File: src/rtl/bkpl_irq_pkg.sv
package bkpl_irq_pkg;

    typedef enum logic [1:0] {
        RQ_IDLE     = 2'd0,
        RQ_ASSERTED = 2'd1,
        RQ_RESPOND  = 2'd2
    } req_state_e;

    typedef enum logic {
        PG_IDLE   = 1'b0,
        PG_ACTIVE = 1'b1
    } pulse_state_e;

    typedef enum logic [1:0] {
        L2_NORMAL  = 2'b00,
        L2_PROGCLK = 2'b01,
        L2_PULSE   = 2'b10,
        L2_SLOWCLK = 2'b11
    } line2_func_e;

    localparam logic [1:0] ADDR_CTRL = 2'd0;
    localparam logic [1:0] ADDR_VEC  = 2'd1;
    localparam logic [1:0] ADDR_DIV  = 2'd2;

    localparam int unsigned CB_LVL   = 0;
    localparam int unsigned CB_CLR   = 3;
    localparam int unsigned CB_START = 4;
    localparam int unsigned CB_EN    = 5;
    localparam int unsigned CB_FUNC  = 6;
    localparam int unsigned CB_SEL   = 8;
    localparam int unsigned CB_BUSY  = 9;
    localparam int unsigned CB_PEND  = 10;
    localparam int unsigned CB_LSTAT = 11;

endpackage

File: src/rtl/irq_request_fsm.sv
module irq_request_fsm
    import bkpl_irq_pkg::*;
#(
    parameter int unsigned LVL_W = 3,
    parameter int unsigned VEC_W = 8
) (
    input  logic             clk,
    input  logic             rst_n,
    input  logic             raise_req,
    input  logic [LVL_W-1:0] raise_lvl,
    input  logic             clear_req,
    input  logic             iack_valid,
    input  logic [LVL_W-1:0] iack_level,
    input  logic [VEC_W-1:0] vector_in,
    output logic             pending,
    output logic [LVL_W-1:0] pend_lvl,
    output logic             vec_valid,
    output logic [VEC_W-1:0] vec_data
);

    req_state_e       state_q, state_d;
    logic [LVL_W-1:0] lvl_q;
    logic [VEC_W-1:0] resp_q;
    logic             take;
    logic             ack_hit;

    assign take    = (state_q == RQ_IDLE) && raise_req && !clear_req && (raise_lvl != '0);
    assign ack_hit = (state_q == RQ_ASSERTED) && iack_valid && !clear_req && (iack_level == lvl_q);

    always_comb begin
        state_d = state_q;
        unique case (state_q)
            RQ_IDLE: begin
                if (take) state_d = RQ_ASSERTED;
            end
            RQ_ASSERTED: begin
                if (clear_req)    state_d = RQ_IDLE;
                else if (ack_hit) state_d = RQ_RESPOND;
            end
            RQ_RESPOND: state_d = RQ_IDLE;
            default:    state_d = RQ_IDLE;
        endcase
    end

    always_ff @(posedge clk or negedge rst_n) begin
        if (!rst_n) state_q <= RQ_IDLE;
        else        state_q <= state_d;
    end

    always_ff @(posedge clk or negedge rst_n) begin
        if (!rst_n) begin
            lvl_q  <= '0;
            resp_q <= '0;
        end else begin
            if (take)    lvl_q  <= raise_lvl;
            if (ack_hit) resp_q <= vector_in;
        end
    end

    always_comb begin
        pending   = (state_q == RQ_ASSERTED);
        pend_lvl  = pending ? lvl_q : '0;
        vec_valid = (state_q == RQ_RESPOND);
        vec_data  = vec_valid ? resp_q : '0;
    end

endmodule

File: src/rtl/bcast_pulse_gen.sv
module bcast_pulse_gen
    import bkpl_irq_pkg::*;
#(
    parameter int unsigned PULSE_W = 16
) (
    input  logic clk,
    input  logic rst_n,
    input  logic start,
    input  logic to_line2,
    output logic busy,
    output logic on_line1,
    output logic on_line2
);

    localparam int unsigned CNT_W = (PULSE_W > 1) ? $clog2(PULSE_W) : 1;
    localparam logic [CNT_W-1:0] CNT_LOAD = CNT_W'(PULSE_W - 1);

    pulse_state_e     state_q, state_d;
    logic [CNT_W-1:0] cnt_q;
    logic             sel2_q;

    always_comb begin
        state_d = state_q;
        unique case (state_q)
            PG_IDLE:   if (start) state_d = PG_ACTIVE;
            PG_ACTIVE: if (cnt_q == '0) state_d = PG_IDLE;
            default:   state_d = PG_IDLE;
        endcase
    end

    always_ff @(posedge clk or negedge rst_n) begin
        if (!rst_n) state_q <= PG_IDLE;
        else        state_q <= state_d;
    end

    always_ff @(posedge clk or negedge rst_n) begin
        if (!rst_n) begin
            cnt_q  <= '0;
            sel2_q <= 1'b0;
        end else if (state_q == PG_IDLE) begin
            if (start) begin
                cnt_q  <= CNT_LOAD;
                sel2_q <= to_line2;
            end
        end else if (cnt_q != '0) begin
            cnt_q <= cnt_q - 1'b1;
        end
    end

    always_comb begin
        busy     = (state_q == PG_ACTIVE);
        on_line1 = busy && !sel2_q;
        on_line2 = busy && sel2_q;
    end

endmodule

File: src/rtl/phase_divider.sv
module phase_divider #(
    parameter int unsigned CNT_W = 16
) (
    input  logic             clk,
    input  logic             rst_n,
    input  logic [CNT_W-1:0] limit,
    output logic             phase
);

    logic [CNT_W-1:0] cnt_q;

    always_ff @(posedge clk or negedge rst_n) begin
        if (!rst_n) begin
            cnt_q <= '0;
            phase <= 1'b0;
        end else if (cnt_q >= limit) begin
            cnt_q <= '0;
            phase <= ~phase;
        end else begin
            cnt_q <= cnt_q + 1'b1;
        end
    end

endmodule

File: src/rtl/bkpl_interrupter.sv
module bkpl_interrupter
    import bkpl_irq_pkg::*;
#(
    parameter int unsigned LEVELS    = 7,
    parameter int unsigned VEC_W     = 8,
    parameter int unsigned DIV_W     = 16,
    parameter int unsigned PULSE_W   = 16,
    parameter int unsigned SLOW_HALF = 50_000_000
) (
    input  logic              clk,
    input  logic              rst_n,
    input  logic              wr_en,
    input  logic [1:0]        reg_addr,
    input  logic [15:0]       reg_wdata,
    output logic [15:0]       rd_data,
    input  logic              iack_valid,
    input  logic [2:0]        iack_level,
    output logic              vec_valid,
    output logic [VEC_W-1:0]  vec_data,
    output logic [LEVELS-1:0] irq_n
);

    localparam int unsigned LVL_W  = $clog2(LEVELS + 1);
    localparam int unsigned SLOW_W = (SLOW_HALF > 1) ? $clog2(SLOW_HALF) : 1;
    localparam logic [SLOW_W-1:0] SLOW_LIMIT = SLOW_W'(SLOW_HALF - 1);

    logic              bc_en_q, sel_q;
    line2_func_e       func_q;
    logic [VEC_W-1:0]  vec_q;
    logic [DIV_W-1:0]  div_q;

    logic              ctrl_wr;
    logic              pend_flag;
    logic [LVL_W-1:0]  pend_lvl;
    logic              pulse_busy, p_line1, p_line2;
    logic              pclk_phase, slow_phase;
    logic [LEVELS-1:0] lvl_line, line_on;
    logic              line2_on;

    assign ctrl_wr = wr_en && (reg_addr == ADDR_CTRL);

    always_ff @(posedge clk or negedge rst_n) begin
        if (!rst_n) begin
            bc_en_q <= 1'b0;
            sel_q   <= 1'b0;
            func_q  <= L2_NORMAL;
            vec_q   <= '0;
            div_q   <= '0;
        end else if (wr_en) begin
            unique case (reg_addr)
                ADDR_CTRL: begin
                    bc_en_q <= reg_wdata[CB_EN];
                    sel_q   <= reg_wdata[CB_SEL];
                    func_q  <= line2_func_e'(reg_wdata[CB_FUNC +: 2]);
                end
                ADDR_VEC: vec_q <= reg_wdata[VEC_W-1:0];
                ADDR_DIV: div_q <= reg_wdata[DIV_W-1:0];
                default: ;
            endcase
        end
    end

    irq_request_fsm #(.LVL_W(LVL_W), .VEC_W(VEC_W)) u_req (
        .clk        (clk),
        .rst_n      (rst_n),
        .raise_req  (ctrl_wr),
        .raise_lvl  (reg_wdata[CB_LVL +: LVL_W]),
        .clear_req  (ctrl_wr && reg_wdata[CB_CLR]),
        .iack_valid (iack_valid),
        .iack_level (iack_level[LVL_W-1:0]),
        .vector_in  (vec_q),
        .pending    (pend_flag),
        .pend_lvl   (pend_lvl),
        .vec_valid  (vec_valid),
        .vec_data   (vec_data)
    );

    bcast_pulse_gen #(.PULSE_W(PULSE_W)) u_pulse (
        .clk      (clk),
        .rst_n    (rst_n),
        .start    (ctrl_wr && reg_wdata[CB_START] && reg_wdata[CB_EN]),
        .to_line2 (reg_wdata[CB_SEL]),
        .busy     (pulse_busy),
        .on_line1 (p_line1),
        .on_line2 (p_line2)
    );

    phase_divider #(.CNT_W(DIV_W)) u_progclk (
        .clk   (clk),
        .rst_n (rst_n),
        .limit (div_q),
        .phase (pclk_phase)
    );

    phase_divider #(.CNT_W(SLOW_W)) u_slowclk (
        .clk   (clk),
        .rst_n (rst_n),
        .limit (SLOW_LIMIT),
        .phase (slow_phase)
    );

    always_comb begin
        unique case (func_q)
            L2_NORMAL:  line2_on = lvl_line[1] || p_line2;
            L2_PROGCLK: line2_on = pclk_phase;
            L2_PULSE:   line2_on = pulse_busy;
            L2_SLOWCLK: line2_on = slow_phase;
            default:    line2_on = 1'b0;
        endcase
    end

    for (genvar g = 0; g < LEVELS; g++) begin : g_line
        assign lvl_line[g] = pend_flag && (pend_lvl == LVL_W'(g + 1));
        if (g == 0) begin : g_l1
            assign line_on[g] = lvl_line[g] || p_line1;
        end else if (g == 1) begin : g_l2
            assign line_on[g] = line2_on;
        end else begin : g_ln
            assign line_on[g] = lvl_line[g];
        end
        assign irq_n[g] = ~line_on[g];
    end

    always_comb begin
        rd_data = '0;
        unique case (reg_addr)
            ADDR_CTRL: begin
                rd_data[CB_EN]          = bc_en_q;
                rd_data[CB_FUNC +: 2]   = func_q;
                rd_data[CB_SEL]         = sel_q;
                rd_data[CB_BUSY]        = pulse_busy;
                rd_data[CB_PEND]        = pend_flag;
                rd_data[CB_LSTAT +: 3]  = 3'(pend_lvl);
            end
            ADDR_VEC: rd_data[VEC_W-1:0] = vec_q;
            ADDR_DIV: rd_data[DIV_W-1:0] = div_q;
            default:  rd_data = '0;
        endcase
    end

endmodule

File: config.mk
export PLATFORM = sky130hd
export DESIGN_NAME = bkpl_interrupter
export DESIGN_NICKNAME = d
export VERILOG_FILES = /design/src/rtl/bkpl_irq_pkg.sv /design/src/rtl/irq_request_fsm.sv /design/src/rtl/bcast_pulse_gen.sv /design/src/rtl/phase_divider.sv /design/src/rtl/bkpl_interrupter.sv
export SDC_FILE = /design/constraint.sdc
export NUM_CORES = 1
export LEC_CHECK = 0
export ABC_AREA = 1
export CAP_MARGIN = 0
export CORE_ASPECT_RATIO = 1.1
export CORE_MARGIN = 3
export CORE_UTILIZATION = 40
export CTS_BUF_LIST = sky130_fd_sc_hd__clkbuf_8 sky130_fd_sc_hd__clkbuf_16
export CTS_CLUSTER_DIAMETER = 80
export DETAILED_ROUTE_END_ITERATION = 8
export PLACE_DENSITY = 0.72
export SLEW_MARGIN = 20
export SYNTH_ARGS = -nofsm -noshare
export SYNTH_HDL_FRONTEND = slang
export SYNTH_SLANG_ARGS = --single-unit
export TNS_END_PERCENT = 10
File: constraint.sdc
create_clock -name clk -period 3.2 [get_ports clk]
set_input_delay 0.64 -clock clk [delete_from_list [all_inputs] [get_ports clk]]
set_output_delay 0.64 -clock clk [all_outputs]
set_load 0.01 [all_outputs]
### Yosys cells after proc, flatten, opt, wreduce, memory -nomap -nowiden

Cells that the tools add are included.

| word-level totals | value |
|---|---|
| ROM bits | 0 |
| logic and storage cells | 103 |
| RAM bits | 0 |
| bits in latches | 0 |
| output and inout port bits | 32 |
| bits in registers | 91 |
| input bits | 25 |
| memories | 0 |

| cells by class | value |
|---|---|
| multipliers | 0 |
| mux-type cells | 19 |
| reduce and logical (&&, ||, !) cells | 36 |
| $lt $le $gt $ge | 2 |
| eq/ne operators | 18 |
| bitwise gates (word level) | 10 |
| shifts and indexed selects | 0 |
| add/sub/neg operators | 3 |
| div/mod/pow operators | 0 |

Operators with widths:

| kind | count |
|---|---|
| adder 26 x 1 -> 26 bit, second input constant | 1 |
| >= comparator 26 bit, second input constant | 1 |
| two-way mux 26 bit | 1 |
| logical AND 1 bit | 19 |
| adder 16 x 1 -> 16 bit, second input constant | 1 |
| >= comparator 16 bit | 1 |
| two-way mux 16 bit | 1 |
| equality test 3 bit, second input constant | 4 |
| two-way mux 4 bit | 3 |
| one-hot mux 6 bit (2 select lines) | 1 |
| AND reduction 2 bit | 6 |
| inverter 1 bit | 10 |
| one-hot mux 5 bit (2 select lines) | 1 |
| one-hot mux 3 bit (3 select lines) | 1 |
| equality test 2 bit, second input constant | 4 |
| two-way mux 2 bit | 4 |
| two-way mux 8 bit | 1 |
| equality test 2 x 1 -> 1 bit, second input constant | 3 |
| equality test 3 x 2 -> 1 bit, second input constant | 2 |
| logical NOT 2 bit | 3 |
| logical NOT 4 bit | 1 |
| one-hot mux 1 bit (4 select lines) | 1 |
| one-hot mux 2 bit (2 select lines) | 1 |
| nonzero test 4 bit | 1 |
| 13 further kinds | 16 |

### Logic depth before layout (Yosys ltp)

| logic depth | value |
|---|---|
| depth in word-level cells | 9 |
| mapped depth | 13 |
| mapped depth without buffers | 13 |

### Modules after synthesis

From an unflattened synthesis, not the netlist that was laid out.

| second synthesis, totals | value |
|---|---|
| cells, all modules | 824 |
| area, all modules | 6107.1 um2 |

Modules (own cells, without submodules):

| module | seq. area each (um2) | area an instance (um2) | cells an instance | times used |
|---|---|---|---|---|
| phase_divider at u_slowclk | 675.6 | 2265.9 | 320 | 1 |
| bkpl_interrupter | 700.7 | 1532.7 | 204 | 1 |
| phase_divider at u_progclk | 425.4 | 1262.5 | 164 | 1 |
| irq_request_fsm | 325.3 | 714.4 | 98 | 1 |
| bcast_pulse_gen | 150.1 | 331.6 | 38 | 1 |

### Least setup slack after synthesis

OpenSTA, ideal clock, no wires.

| path | value |
|---|---|
| path type | input-to-output |
| start | input port reg_addr[0] |
| end | output port rd_data[6] |
| data required time | 2.560 ns |
| arrival | 1.393 ns |
| setup slack | 1.167 ns |
| cell stages on the path | 7 |
| path buffers | 1 |
| cell sequence | inv_1 ha_1 buf_2 inv_2 o221ai_1 nand2_1 inv_1 |

| on the way | value |
|---|---|
| word-level cells in the longest chain between the ends | 2 |
| elaborated cells between the ends (all ways) | 4 |
| those cells by class | 2 x eq/ne; 1 x mux; 1 x reduce/logical |

Ends and longest elaborated chain:

| item | line | source |
|---|---|---|
| from (decl) | bkpl_interrupter.sv:13 | `input logic [1:0] reg_addr,` |
| equality test 2 bit, or another cell as far along | bkpl_interrupter.sv:126 | `unique case (reg_addr)` |
| one-hot mux 3 bit (3 select lines) (*) | bkpl_interrupter.sv:126 |  |
| to (decl) | bkpl_interrupter.sv:15 | `output logic [15:0] rd_data,` |

Mark *: on every way between the ends. The rest lies on a longest branch, timed or not.

### Worst setup path after layout

| path | value |
|---|---|
| start | input port reg_addr[1] |
| end | output port rd_data[6] |

The elaborated chain is that of the path after synthesis.

==> impl_table.tex <==
\begin{tabular}{lr}
\hline
Metric & Value \\
\hline
\multicolumn{2}{l}{\textbf{Timing}} \\
\quad Unrepaired setup endpoints after global routing & false \\
\quad Worst slew pin tran & 0.7644 ns \\
\quad Worst clock skew on the final layout & 0.009990 ns \\
\quad Number of slew-limit violations in the final report & 0 \\
\quad Headroom to the max-slew limit & 0.4824 \\
\quad Total of endpoints with negative setup slack in the final report & 0 \\
\quad Top achievable clock speed & 0.3316 GHz \\
\quad Number of endpoints with negative hold slack in the final report & 0 \\
\quad Final critical-path required period & 3.016 ns \\
\quad Sum of negative setup slack & 0 ns \\
\quad Crit share post-route & 0.9425 \\
\multicolumn{2}{l}{\textbf{Setup path}} \\
\quad Cell type of the slowest stage on the worst timing path & clkdlybuf4s50\_1 \\
\quad Worst path max stage delay & 0.52 ns \\
\quad Critical Path Sink Type & output pin \\
\quad Endpoint required time on the critical path & 2.56 ns \\
\quad Critical-path maximum fanout & 9 \\
\quad Critical Path AT & 2.38 ns \\
\quad Startpoint type of the worst setup path & primary input \\
\quad Cells along the critical path & clkdlybuf4s50\_1, inv\_1, ha\_1, nand2\_1, o221ai\_1, nand2\_1, inv\_1, clkdlybuf4s50\_1 \\
\quad Top Family by Delay on Critical Path & buffers and inverters \\
\quad Worst Reg-to-Reg Cells & 7 \\
\quad Worst path buffer plus inverter count & 4 \\
\quad Category of the critical setup timing path & primary input to output pin \\
\quad CP Depth & 8 \\
\multicolumn{2}{l}{\textbf{CTS}} \\
\quad Inserted Clock Buffers & 9 \\
\quad Number of H-tree levels & 3 \\
\quad Clock-pin slew reported for the worst setup and hold paths after clock tree synthesis & 0.07 ns \\
\quad Post-cts sizing count & 0 \\
\quad Clock sink count & 91 \\
\quad Post-CTS setup repair buffer count & 0 \\
\quad Number of hold buffers added after CTS & 0 \\
\quad Longest Clk Path Bufs & 2 \\
\quad Clock insertion delay at the later pin of the skew report & 0.35 ns \\
\quad Clock root cell & clkbuf\_16 \\
\quad TritonCTS clock tree & done \\
\multicolumn{2}{l}{\textbf{GRT}} \\
\quad Remaining global-route overflow & 0 \\
\quad First-pass GRT wire length & 20360 µm \\
\quad Initial antenna violation count & 0 \\
\quad Vias in the first global route & 4208 \\
\quad Pin count of the biggest net entering global routing & 54 \\
\quad Combined global-route utilization of all metal layers & 0.1758 \\
\multicolumn{2}{l}{\textbf{Drt}} \\
\quad Number of optimization iterations in the first detailed-route pass & 5 \\
\quad Total via count in the routed design & 4473 \\
\quad Total detailed-routing wirelength & 12010 µm \\
\quad Antenna violation net count after detailed routing & 0 \\
\quad DRC violations left & 0 \\
\quad Number of DRC markers after the initial detailed-route iteration & 303 \\
\quad Drt via density & 4.937 \\
\quad Average detailed-routed wire length per instance & 13.26 µm \\
\multicolumn{2}{l}{\textbf{Yosys}} \\
\quad Total number of yosys warnings & 0 \\
\quad Synthesized netlist net count & 735 \\
\quad Most instantiated flip-flop cell in the synthesis netlist & dfrtp\_1 \\
\quad Cell area after synthesis & 5157 µm² \\
\quad Seq/Total Area, Yosys & 0.4415 \\
\quad \#FFs+latches synth & 91 \\
\quad Syn Area/Cell & 7.518 µm² \\
\quad Share of flip-flops with an asynchronous set or reset after synthesis & 1.000 \\
\quad Number of unique standard cell types used by synthesis & 38 \\
\quad Synthesized instance count & 686 \\
\quad EDFF count, synth & 0 \\
\multicolumn{2}{l}{\textbf{Final layout}} \\
\quad Share of layout cells above drive strength 1 & 0.06117 \\
\quad Number of standard cells in the final layout excluding fillers & 906 \\
\quad Area delta synth->final & 19.97\% \\
\quad Number of antenna cells inserted & 0 \\
\quad Final net count & 796 \\
\multicolumn{2}{l}{\textbf{Placement}} \\
\quad DPL Wire Length & 9210 µm \\
\quad Final RePlAce weighted congestion & 0.8905 \\
\quad Port-buffer cells & 56 \\
\quad Post-placement cell count & 890 \\
\multicolumn{2}{l}{\textbf{Pwr}} \\
\quad Overall power & 3.326 mW \\
\quad Static power due to leakage & 3.011 nW \\
\quad Power per cell area & 537.5 nW/µm² \\
\quad Maximum resistive drop on vdd & 274.4 µV \\
\multicolumn{2}{l}{\textbf{Floorplan}} \\
\quad Die Wd & 114.3 µm \\
\quad Die extent in y & 125.1 µm \\
\quad Effective utilization at floorplan & 0.4194 \\
\quad Total core area & 12300 µm² \\
\quad Total die area & 14290 µm² \\
\quad I/O pin total & 57 \\
\quad Placement row count & 42 \\
\multicolumn{2}{l}{\textbf{Run}} \\
\quad \# Max-Cap Violations & 0 \\
\multicolumn{2}{l}{\textbf{Outcome}} \\
\quad Outcome & completed \\
\multicolumn{2}{l}{\textbf{Hold path}} \\
\quad Min-Delay Path Class & primary input to async pin \\
\hline
\end{tabular}
logic make-up after synthesis:
family | after synthesis | share of synthesized area
buf+inv | 115 | 0.09025
flops | 91 | 0.4415
xor+xnor | 23 | 0.03906
simple gates | 356 | 0.2906
fa+ha+maj | 24 | 0.05822
compound gates | 77 | 0.08030
routing by layer:
| layer | routed length [µm] | part of all wire | track usage | up-vias |
|---|---|---|---|---|
| met5 | 0 | 0 | 0 | - |
| met1 | 5751 | 0.48 | 0.2550 | 2097 |
| met3 | 485 | 0.040 | 0.02562 | 9 |
| met2 | 5633 | 0.47 | 0.2771 | 104 |
| li1 | - | - | - | 2263 |
| met4 | 141 | 0.012 | 0.04403 | 0 |
cells in the mapped netlist (5+ instances only):
library cell | instances | share of area
nand2_1 | 184 | 0.13
nor2_1 | 107 | 0.078
inv_1 | 101 | 0.074
dfrtp_1 | 91 | 0.44
o21ai_0 | 38 | 0.037
a21oi_1 | 26 | 0.025
ha_1 | 24 | 0.058
nand3_1 | 19 | 0.018
nor3_1 | 17 | 0.016
xor2_1 | 14 | 0.024
xnor2_1 | 9 | 0.015
nand4_1 | 8 | 0.0097
nand2_2 | 5 | 0.0061
nor2_2 | 5 | 0.0061
report_power, final:
group	switching, mW	internal (mW)	leakage (nW)
clock	0.502	0.555	0.149
combinational	0.452	0.323	1.70
sequential	0.158	1.33	1.16
layout make-up:
class                           count  area, µm²
Timing Repair Buffer               61      608.1
Sequential cell                    91       2277
Multi-Input combinational cell    480       2415
Inverter                          104      392.9
Fill cell                        1188       6110
Clock buffer                        9      225.2
Tap cell                          154      192.7
Clock inverter                      7      76.32
layout by cell type, fill, tap and decap left out, drive strengths merged, types with 6 or more instances in the layout:
cell | netlist | routed
inv | 104 | 108
xnor2 | 9 | 9
nand4 | 8 | 8
nor2 | 114 | 114
o21ai | 39 | 39
clkdlybuf4s50 | 0 | 55
dfrtp | 91 | 91
clkbuf | 3 | 9
nand3 | 23 | 23
a21oi | 27 | 27
ha | 24 | 24
xor2 | 14 | 14
buf | 8 | 6
nor3 | 19 | 19
nand2 | 190 | 190
flip-flops by register name, summed over array words and instances (netlist names):
name	flops
u_slowclk.cnt_q	26
div_q	16
u_progclk.cnt_q	16
u_req.resp_q	8
vec_q	8
u_pulse.cnt_q	4
u_req.lvl_q	3
func_q	2
u_req.state_q	2
bc_en_q	1
sel_q	1
u_progclk.phase	1
u_pulse.busy	1
u_pulse.sel2_q	1
u_slowclk.phase	1
worst register-to-register path, delay by kind of cell, from the launching register on:
family	cells	cell delay (ns)
fa+ha+maj	1	0.33
simple gates	3	0.44
compound gates	3	0.50
flops	1	0.46
final timing paths:
kind | start | end | slack (ns)
worst max-delay path | reg_addr[1] | rd_data[6] | 0.18
worst min-delay path | rst_n | u_slowclk.cnt_q[4] | 0.27
worst max register to register | u_progclk.cnt_q[9] | u_progclk.phase | 1.36
worst min register to register | u_req.resp_q[6] | u_req.resp_q[6] | 0.48
max in group asynchronous | rst_n | vec_q[6] | 2.27
min in group clk | u_req.resp_q[6] | u_req.resp_q[6] | 0.48
stage by stage:
| step | util | hold WS (ns) | cell area, µm² | setup slack [ns] |
|---|---|---|---|---|
| 2_1_floorplan | - | 0.3444 | 5157 | 1.167 |
| 3_3_place_gp | 0.4786 | 0.4633 | 5886 | 0.2275 |
| 3_5_place_dp | 0.4786 | 0.4649 | 5886 | 0.1867 |
| 4_1_cts | 0.5032 | 0.2966 | 6187 | 0.1806 |
| 5_1_grt | 0.5032 | 0.3135 | 6187 | 0.04140 |
| 6_report | 0.5032 | 0.2684 | 6187 | 0.1841 |
Power figures use the tool's default switching activity.
